`src/rtl/link_pwr_pkg.sv`:
```
package link_pwr_pkg;

   typedef enum logic [1:0] {
      LP_DOWN = 2'd0,
      LP_STBY = 2'd1,
      LP_NORM = 2'd2
   } lp_state_e;

endpackage

```
`src/rtl/link_pwr_dbnc.sv`:
```
// Saturating qualification counter: done rises once cond has been
// sampled true on LIMIT consecutive edges; any false sample or clr restarts it.
module link_pwr_dbnc #(
   parameter int CNT_W = 16,
   parameter int LIMIT = 4
) (
   input  logic clk,
   input  logic rst_n,
   input  logic clr,
   input  logic cond,
   output logic done
);
   localparam logic [CNT_W-1:0] LIM = CNT_W'(LIMIT);

   if (CNT_W < 2 || CNT_W > 24) begin : g_bad_width
      $error("link_pwr_dbnc: CNT_W out of range");
   end
   if (LIMIT < 1 || LIMIT >= (1 << CNT_W)) begin : g_bad_limit
      $error("link_pwr_dbnc: LIMIT does not fit the counter");
   end

   logic [CNT_W-1:0] cnt_q;

   always_ff @(posedge clk or negedge rst_n) begin
      if (!rst_n)
         cnt_q <= '0;
      else if (clr || !cond)
         cnt_q <= '0;
      else if (cnt_q != LIM)
         cnt_q <= cnt_q + 1'b1;
   end

   assign done = (cnt_q == LIM);

endmodule

```
`src/rtl/link_pwr_fsm.sv`:
```
// Next-state selection by priority plus the state register.
module link_pwr_fsm
   import link_pwr_pkg::*;
(
   input  logic      clk,
   input  logic      rst_n,
   input  logic      pwr_en,
   input  logic      force_pd,
   input  logic      hp_pd_inhibit,
   input  logic      stby_bypass,
   input  logic      hp_lo_done,
   input  logic      hp_hi_done,
   input  logic      sig_ok,
   input  logic      idle_done,
   input  logic      train_seen,
   output lp_state_e state_q,
   output lp_state_e state_d
);
   logic hp_fault;
   logic exit_ok;

   assign hp_fault = !hp_pd_inhibit && hp_lo_done;
   assign exit_ok  = hp_pd_inhibit || hp_hi_done;

   always_comb begin
      state_d = state_q;
      if (!pwr_en || force_pd || hp_fault) begin
         state_d = LP_DOWN;
      end else begin
         unique case (state_q)
            LP_DOWN: if (exit_ok) state_d = stby_bypass ? LP_NORM : LP_STBY;
            LP_STBY: if (stby_bypass || train_seen || sig_ok) state_d = LP_NORM;
            LP_NORM: if (!stby_bypass && idle_done) state_d = LP_STBY;
            default: state_d = LP_DOWN;
         endcase
      end
   end

   always_ff @(posedge clk or negedge rst_n) begin
      if (!rst_n) state_q <= LP_DOWN;
      else        state_q <= state_d;
   end

endmodule

```
`src/rtl/link_pwr_outreg.sv`:
```
// Registered pad-control decode, computed from the next state so that the
// controls move on the same edge as the state code.
module link_pwr_outreg
   import link_pwr_pkg::*;
#(
   parameter int NUM_LANES = 4,
   parameter int D2_LANE   = 2
) (
   input  logic                 clk,
   input  logic                 rst_n,
   input  lp_state_e            state_d,
   input  logic                 pwr_en,
   input  logic                 hp_det,
   input  logic                 hp_pd_inhibit,
   input  logic                 frl_mode,
   output logic [NUM_LANES-1:0] rx_lane_en,
   output logic                 tx_drive_en,
   output logic                 ddc_en,
   output logic                 hp_out_oe,
   output logic                 hp_out
);
   localparam int CLK_LANE = NUM_LANES - 1;

   logic [NUM_LANES-1:0] rx_d;
   logic                 live_d;

   assign live_d = pwr_en && (state_d != LP_DOWN);

   for (genvar i = 0; i < NUM_LANES; i++) begin : g_lane
      localparam bit IS_CLK = (i == CLK_LANE);
      localparam bit IS_D2  = (i == D2_LANE);
      assign rx_d[i] = (state_d == LP_NORM) ||
                       ((state_d == LP_STBY) && (frl_mode ? IS_D2 : IS_CLK));
   end

   always_ff @(posedge clk or negedge rst_n) begin
      if (!rst_n) begin
         rx_lane_en  <= '0;
         tx_drive_en <= 1'b0;
         ddc_en      <= 1'b0;
         hp_out_oe   <= 1'b0;
         hp_out      <= 1'b0;
      end else begin
         rx_lane_en  <= live_d ? rx_d : '0;
         tx_drive_en <= live_d && (state_d == LP_NORM);
         ddc_en      <= pwr_en;
         hp_out_oe   <= pwr_en;
         hp_out      <= live_d && (hp_pd_inhibit || hp_det);
      end
   end

endmodule

```
`src/rtl/link_pwr_ctrl.sv`:
```
module link_pwr_ctrl
   import link_pwr_pkg::*;
#(
   parameter int NUM_LANES    = 4,
   parameter int CNT_W        = 16,
   parameter int HP_LOSS_CYC  = 40000,
   parameter int HP_GOOD_CYC  = 20000,
   parameter int SQ_VALID_CYC = 1000,
   parameter int SQ_IDLE_CYC  = 2000
) (
   input  logic                 clk,
   input  logic                 rst_n,
   input  logic                 pwr_en,
   input  logic                 hp_det,
   input  logic                 force_pd,
   input  logic                 hp_pd_inhibit,
   input  logic                 stby_bypass,
   input  logic                 frl_mode,
   input  logic                 sq_clk_active,
   input  logic                 sq_d2_active,
   input  logic                 train_seen,
   output logic [NUM_LANES-1:0] rx_lane_en,
   output logic                 tx_drive_en,
   output logic                 ddc_en,
   output logic                 hp_out_oe,
   output logic                 hp_out,
   output logic [1:0]           link_state
);
   localparam int D2_LANE = 2;

   if (NUM_LANES < D2_LANE + 2) begin : g_bad_lanes
      $error("link_pwr_ctrl: need a clock lane above data lane 2");
   end

   lp_state_e state_q, state_d;
   logic      sq_mon;
   logic      hp_lo_done, hp_hi_done, sig_ok, idle_done;

   assign sq_mon = frl_mode ? sq_d2_active : sq_clk_active;

   link_pwr_dbnc #(.CNT_W(CNT_W), .LIMIT(HP_LOSS_CYC)) u_hp_lo (
      .clk(clk), .rst_n(rst_n), .clr(!pwr_en), .cond(!hp_det), .done(hp_lo_done));

   link_pwr_dbnc #(.CNT_W(CNT_W), .LIMIT(HP_GOOD_CYC)) u_hp_hi (
      .clk(clk), .rst_n(rst_n), .clr(!pwr_en), .cond(hp_det), .done(hp_hi_done));

   link_pwr_dbnc #(.CNT_W(CNT_W), .LIMIT(SQ_VALID_CYC)) u_sig (
      .clk(clk), .rst_n(rst_n), .clr(state_q != LP_STBY), .cond(sq_mon), .done(sig_ok));

   link_pwr_dbnc #(.CNT_W(CNT_W), .LIMIT(SQ_IDLE_CYC)) u_idle (
      .clk(clk), .rst_n(rst_n), .clr(state_q != LP_NORM), .cond(!sq_mon), .done(idle_done));

   link_pwr_fsm u_fsm (
      .clk(clk), .rst_n(rst_n), .pwr_en(pwr_en), .force_pd(force_pd),
      .hp_pd_inhibit(hp_pd_inhibit), .stby_bypass(stby_bypass),
      .hp_lo_done(hp_lo_done), .hp_hi_done(hp_hi_done), .sig_ok(sig_ok),
      .idle_done(idle_done), .train_seen(train_seen),
      .state_q(state_q), .state_d(state_d));

   link_pwr_outreg #(.NUM_LANES(NUM_LANES), .D2_LANE(D2_LANE)) u_out (
      .clk(clk), .rst_n(rst_n), .state_d(state_d), .pwr_en(pwr_en),
      .hp_det(hp_det), .hp_pd_inhibit(hp_pd_inhibit), .frl_mode(frl_mode),
      .rx_lane_en(rx_lane_en), .tx_drive_en(tx_drive_en), .ddc_en(ddc_en),
      .hp_out_oe(hp_out_oe), .hp_out(hp_out));

   assign link_state = state_q;

endmodule

```
`config.mk`:
```
export PLATFORM = sky130hd
export DESIGN_NAME = link_pwr_ctrl
export DESIGN_NICKNAME = d
export VERILOG_FILES = /design/src/rtl/link_pwr_pkg.sv /design/src/rtl/link_pwr_dbnc.sv /design/src/rtl/link_pwr_fsm.sv /design/src/rtl/link_pwr_outreg.sv /design/src/rtl/link_pwr_ctrl.sv
export SDC_FILE = /design/constraint.sdc
export NUM_CORES = 1
export LEC_CHECK = 0
export ABC_AREA = 1
export BUFFER_PORTS_ARGS = -buffer_cell sky130_fd_sc_hd__buf_2
export CORE_ASPECT_RATIO = 0.9
export CORE_UTILIZATION = 40
export CTS_CLUSTER_DIAMETER = 80
export DETAILED_ROUTE_END_ITERATION = 7
export HOLD_SLACK_MARGIN = 0.06
export MAX_ROUTING_LAYER = met4
export PLACE_DENSITY_LB_ADDON = 0.1
export SKIP_LAST_GASP = 1
export SLEW_MARGIN = 30
export SYNTH_ARGS = -nofsm -noshare
export SYNTH_HDL_FRONTEND = slang
export SYNTH_SLANG_ARGS = --single-unit
```
`constraint.sdc`:
```
create_clock -name clk -period 2 [get_ports clk]
set_clock_uncertainty 0.2 [all_clocks]
set_input_delay 0.4 -clock clk [delete_from_list [all_inputs] [get_ports clk]]
set_output_delay 0.4 -clock clk [all_outputs]
set_load 0.005 [all_outputs]
```
==> flow_metrics.py <==
metrics = {
    "final_layout": {
        "antennaDiodeCount": 0,
        "layout.cell_area.non_filler_sq_mm": 0.00436,
        "drive_gt1_share_pct": 13.6,
        "nFillCells": 947,
        "area_growth_pct": 13.0,
        "nNetsFinal": 551,
    },
    "floorplan": {
        "ioPinCount": 21,
        "core_area_sq_mm": 0.00925,
        "die_w_um": 105,
        "die_y_um": 95.1,
        "dieArea_sq_mm": 0.0100,
        "initial_utilization_pct": 41.7,
        "rows": 33,
    },
    "clocking": {
        "path_clk_slew_ns": 0.08,
        "clockBufferDepth": 2,
        "cts-root-buf": "clkbuf_8",
        "clock_sinks": 71,
        "cts_setup_buffers": 0,
        "tritoncts": "done",
        "htree_levels": 3,
        "clk_latency_ns": 0.35,
        "numCtsBuffers": 9,
    },
    "run": {
        "cap_violations": 0,
    },
    "worst_hold_path": {
        "hp-class": "input pin to flip-flop",
        "min_delay_path_depth": 4,
        "hold_start": "frl_mode",
    },
    "synth": {
        "synthTopCellsByCount": "nand2_1 (89), inv_1 (72), dfrtp_1 (71), nor2_1 (68), nand3_1 (36)",
        "synth-edff-count": 0,
        "synthArstFlopShare_pct": 100,
        "synth.avg_cell_area_sq_um": 7.74,
        "synth_top_area_share_pct": 46.1,
        "ys_types": 32,
        "yosys_warnings": 0,
        "yosysMostFrequentCell": "nand2_1",
        "ys_seq_area_share_pct": 46.1,
        "netlist_area_sq_mm": 0.00385,
        "ys_seq_elements": 71,
        "synth_area_leaders": "dfrtp_1 (46%), nand2_1 (8.7%), inv_1 (7.0%)",
        "synthCells": 498,
        "synth_area_leader_cell": "dfrtp_1",
        "syn-num-nets": 517,
        "ys.flop_type": "dfrtp_1",
    },
    "timing": {
        "setup_slack_ns": 0.151,
        "tightest_slew_ns": 0.396,
        "max_freq_mhz": 541,
        "fin_setup_tns_ns": 0,
        "rsz0062_at_grt": "no",
        "slew_violations": 0,
        "finalHoldViolCount": 0,
        "relSlewSlack_pct": 73.4,
        "post-route-period-util_pct": 92.5,
        "fin_crit_ns": 1.85,
        "setup_violations": 0,
    },
    "route": {
        "topRoutingLayerUsed": "met4",
        "wl_met1_um": 4100,
        "firstDrtPassIters": 4,
        "viasPerCell": 4.88,
        "wire_per_inst_um": 12.1,
        "drt_iter0_drc": 106,
        "met2_length_um": 3560,
        "drtAntennaViolNets": 0,
        "vias": 3218,
        "wl_um": 7960,
        "drc_errors": 0,
        "routed-wl-met3_um": 254,
    },
    "power": {
        "p_leak_uw": 0.00201,
        "ir_drop_uv": 454,
        "powerDensity_mw_per_mm2": 631,
        "power_uw": 2750,
    },
    "critical_path": {
        "path_class": "flip-flop to flip-flop",
        "path_max_fanout": 5,
        "endpoint_kind": "flip-flop",
        "crit_path_start": "u_idle.cnt_q[0]",
        "r2r_start": "u_idle.cnt_q[0]",
        "critical_path_arrival_ns": 1.88,
        "cp-start-kind": "flip-flop",
        "reg2reg_slack_ns": 0.15,
        "endpoint": "u_out.rx_lane_en[2]",
        "rr_worst_depth": 11,
        "regToRegEndpoint": "u_out.rx_lane_en[2]",
        "critPathRequiredTime_ns": 2.03,
    },
    "global_routing": {
        "grt.total_usage_pct": 17.4,
        "antenna_found_initial": 0,
        "grt_start_max_net_pins": 34,
        "grt_overflow": 0,
        "grt_pass1_vias": 2861,
        "grt_pass1_wl_um": 13300,
    },
    "place": {
        "pre_cts_slack_ns": 0.0694,
        "dp_hpwl_um": 5830,
        "port_buffers": 20,
        "gp_congestion": 0.822,
        "placed_cell_area_sq_mm": 0.00414,
    },
    "outcome": {
        "status": "completed",
    },
}
==> critical path, cell delays in order, from the launching register on <==
cell and delay [ns]:
dfrtp_1 0.41, inv_1 0.09, ha_1 0.20, nand2_1 0.06
inv_1 0.05, nand2_1 0.05, nor2_2 0.16, nand3_1 0.10
nand2_1 0.07, nand3_1 0.07, nand2_1 0.15, o21ai_0 0.12
==> repair_timing <==
action	in CTS	in global routing
hold endpoints to repair	25	0
setup endpoints to repair	0	2
resized for setup	0	1
hold buffers	2	0
==> cell families (layout without fill, tap and decap cells) <==
family	Yosys count	count (layout)	share of synthesized area [%]
fa+ha+maj	8	8	2.60
buf+inv	83	122	8.57
compound gates	75	75	10.3
xor+xnor	9	9	2.04
simple gates	252	252	30.4
flops	71	71	46.1
==> cell type report <==
cell class	count	area (sq um)	area share, %
inverter	76	285	6.55
timing repair buffer	30	195	4.48
clock buffer	10	138	3.16
tap	122	153	3.50
sequential	71	1780	40.8
clock inverter	6	60.1	1.38
multi-input combinational	344	1750	40.2
==> power breakdown <==
| group | switching (uW) | internal (uW) |
|---|---|---|
| Combinational | 85.1 | 43.8 |
| Clock | 563 | 603 |
| Sequential | 7.48 | 1450 |
==> sequential cells by signal, indices dropped and copies added (netlist names) <==
name,flops
u_out.rx_lane_en,3
u_out.hp_out,1
u_hp_lo.cnt_q,16
u_out.hp_out_oe,1
u_fsm.state_q,2
u_idle.cnt_q,16
u_hp_hi.cnt_q,16
u_sig.cnt_q,16
==> per-stage QoR <==
step / instances / utilization, % / hold WS, ns
global placement: 641 / 44.7 / 0.146
CTS: 659 / 47.1 / 0.111
floorplan: 498 / - / -0.0956
detailed placement: 641 / 44.7 / 0.147
finish: 659 / 47.1 / 0.129
global route: 659 / 47.1 / 0.134
==> cell usage in the layout, fill, tap and decap left out, types with 10 or more instances in the layout <==
cell,Yosys,routed
a21oi_1,32,32
o21ai_0,31,31
buf_2,3,19
clkbuf_8,0,10
dfrtp_1,71,71
nor2_1,68,67
nand4_1,11,11
nor3_1,16,16
inv_1,72,72
nand2_1,89,89
nand3_1,36,36
==> worst min-delay path by stage <==
stage / endpoint / slack, ns
floorplan: u_fsm.state_q[0] / -0.1
global placement: u_idle.cnt_q[15] / 0.15
detailed placement: u_idle.cnt_q[15] / 0.15
CTS: u_out.rx_lane_en[3] / 0.11
global route: u_out.rx_lane_en[3] / 0.13
finish: u_out.rx_lane_en[3] / 0.13
==> layer usage <==
metal	vias to the layer above	global-route usage, %
li1	1676	-
met1	1498	22.7
met2	40	27.1
met3	4	5.19
met4	0	3.52
met5	-	-
(Power assumes the default switching activity.)
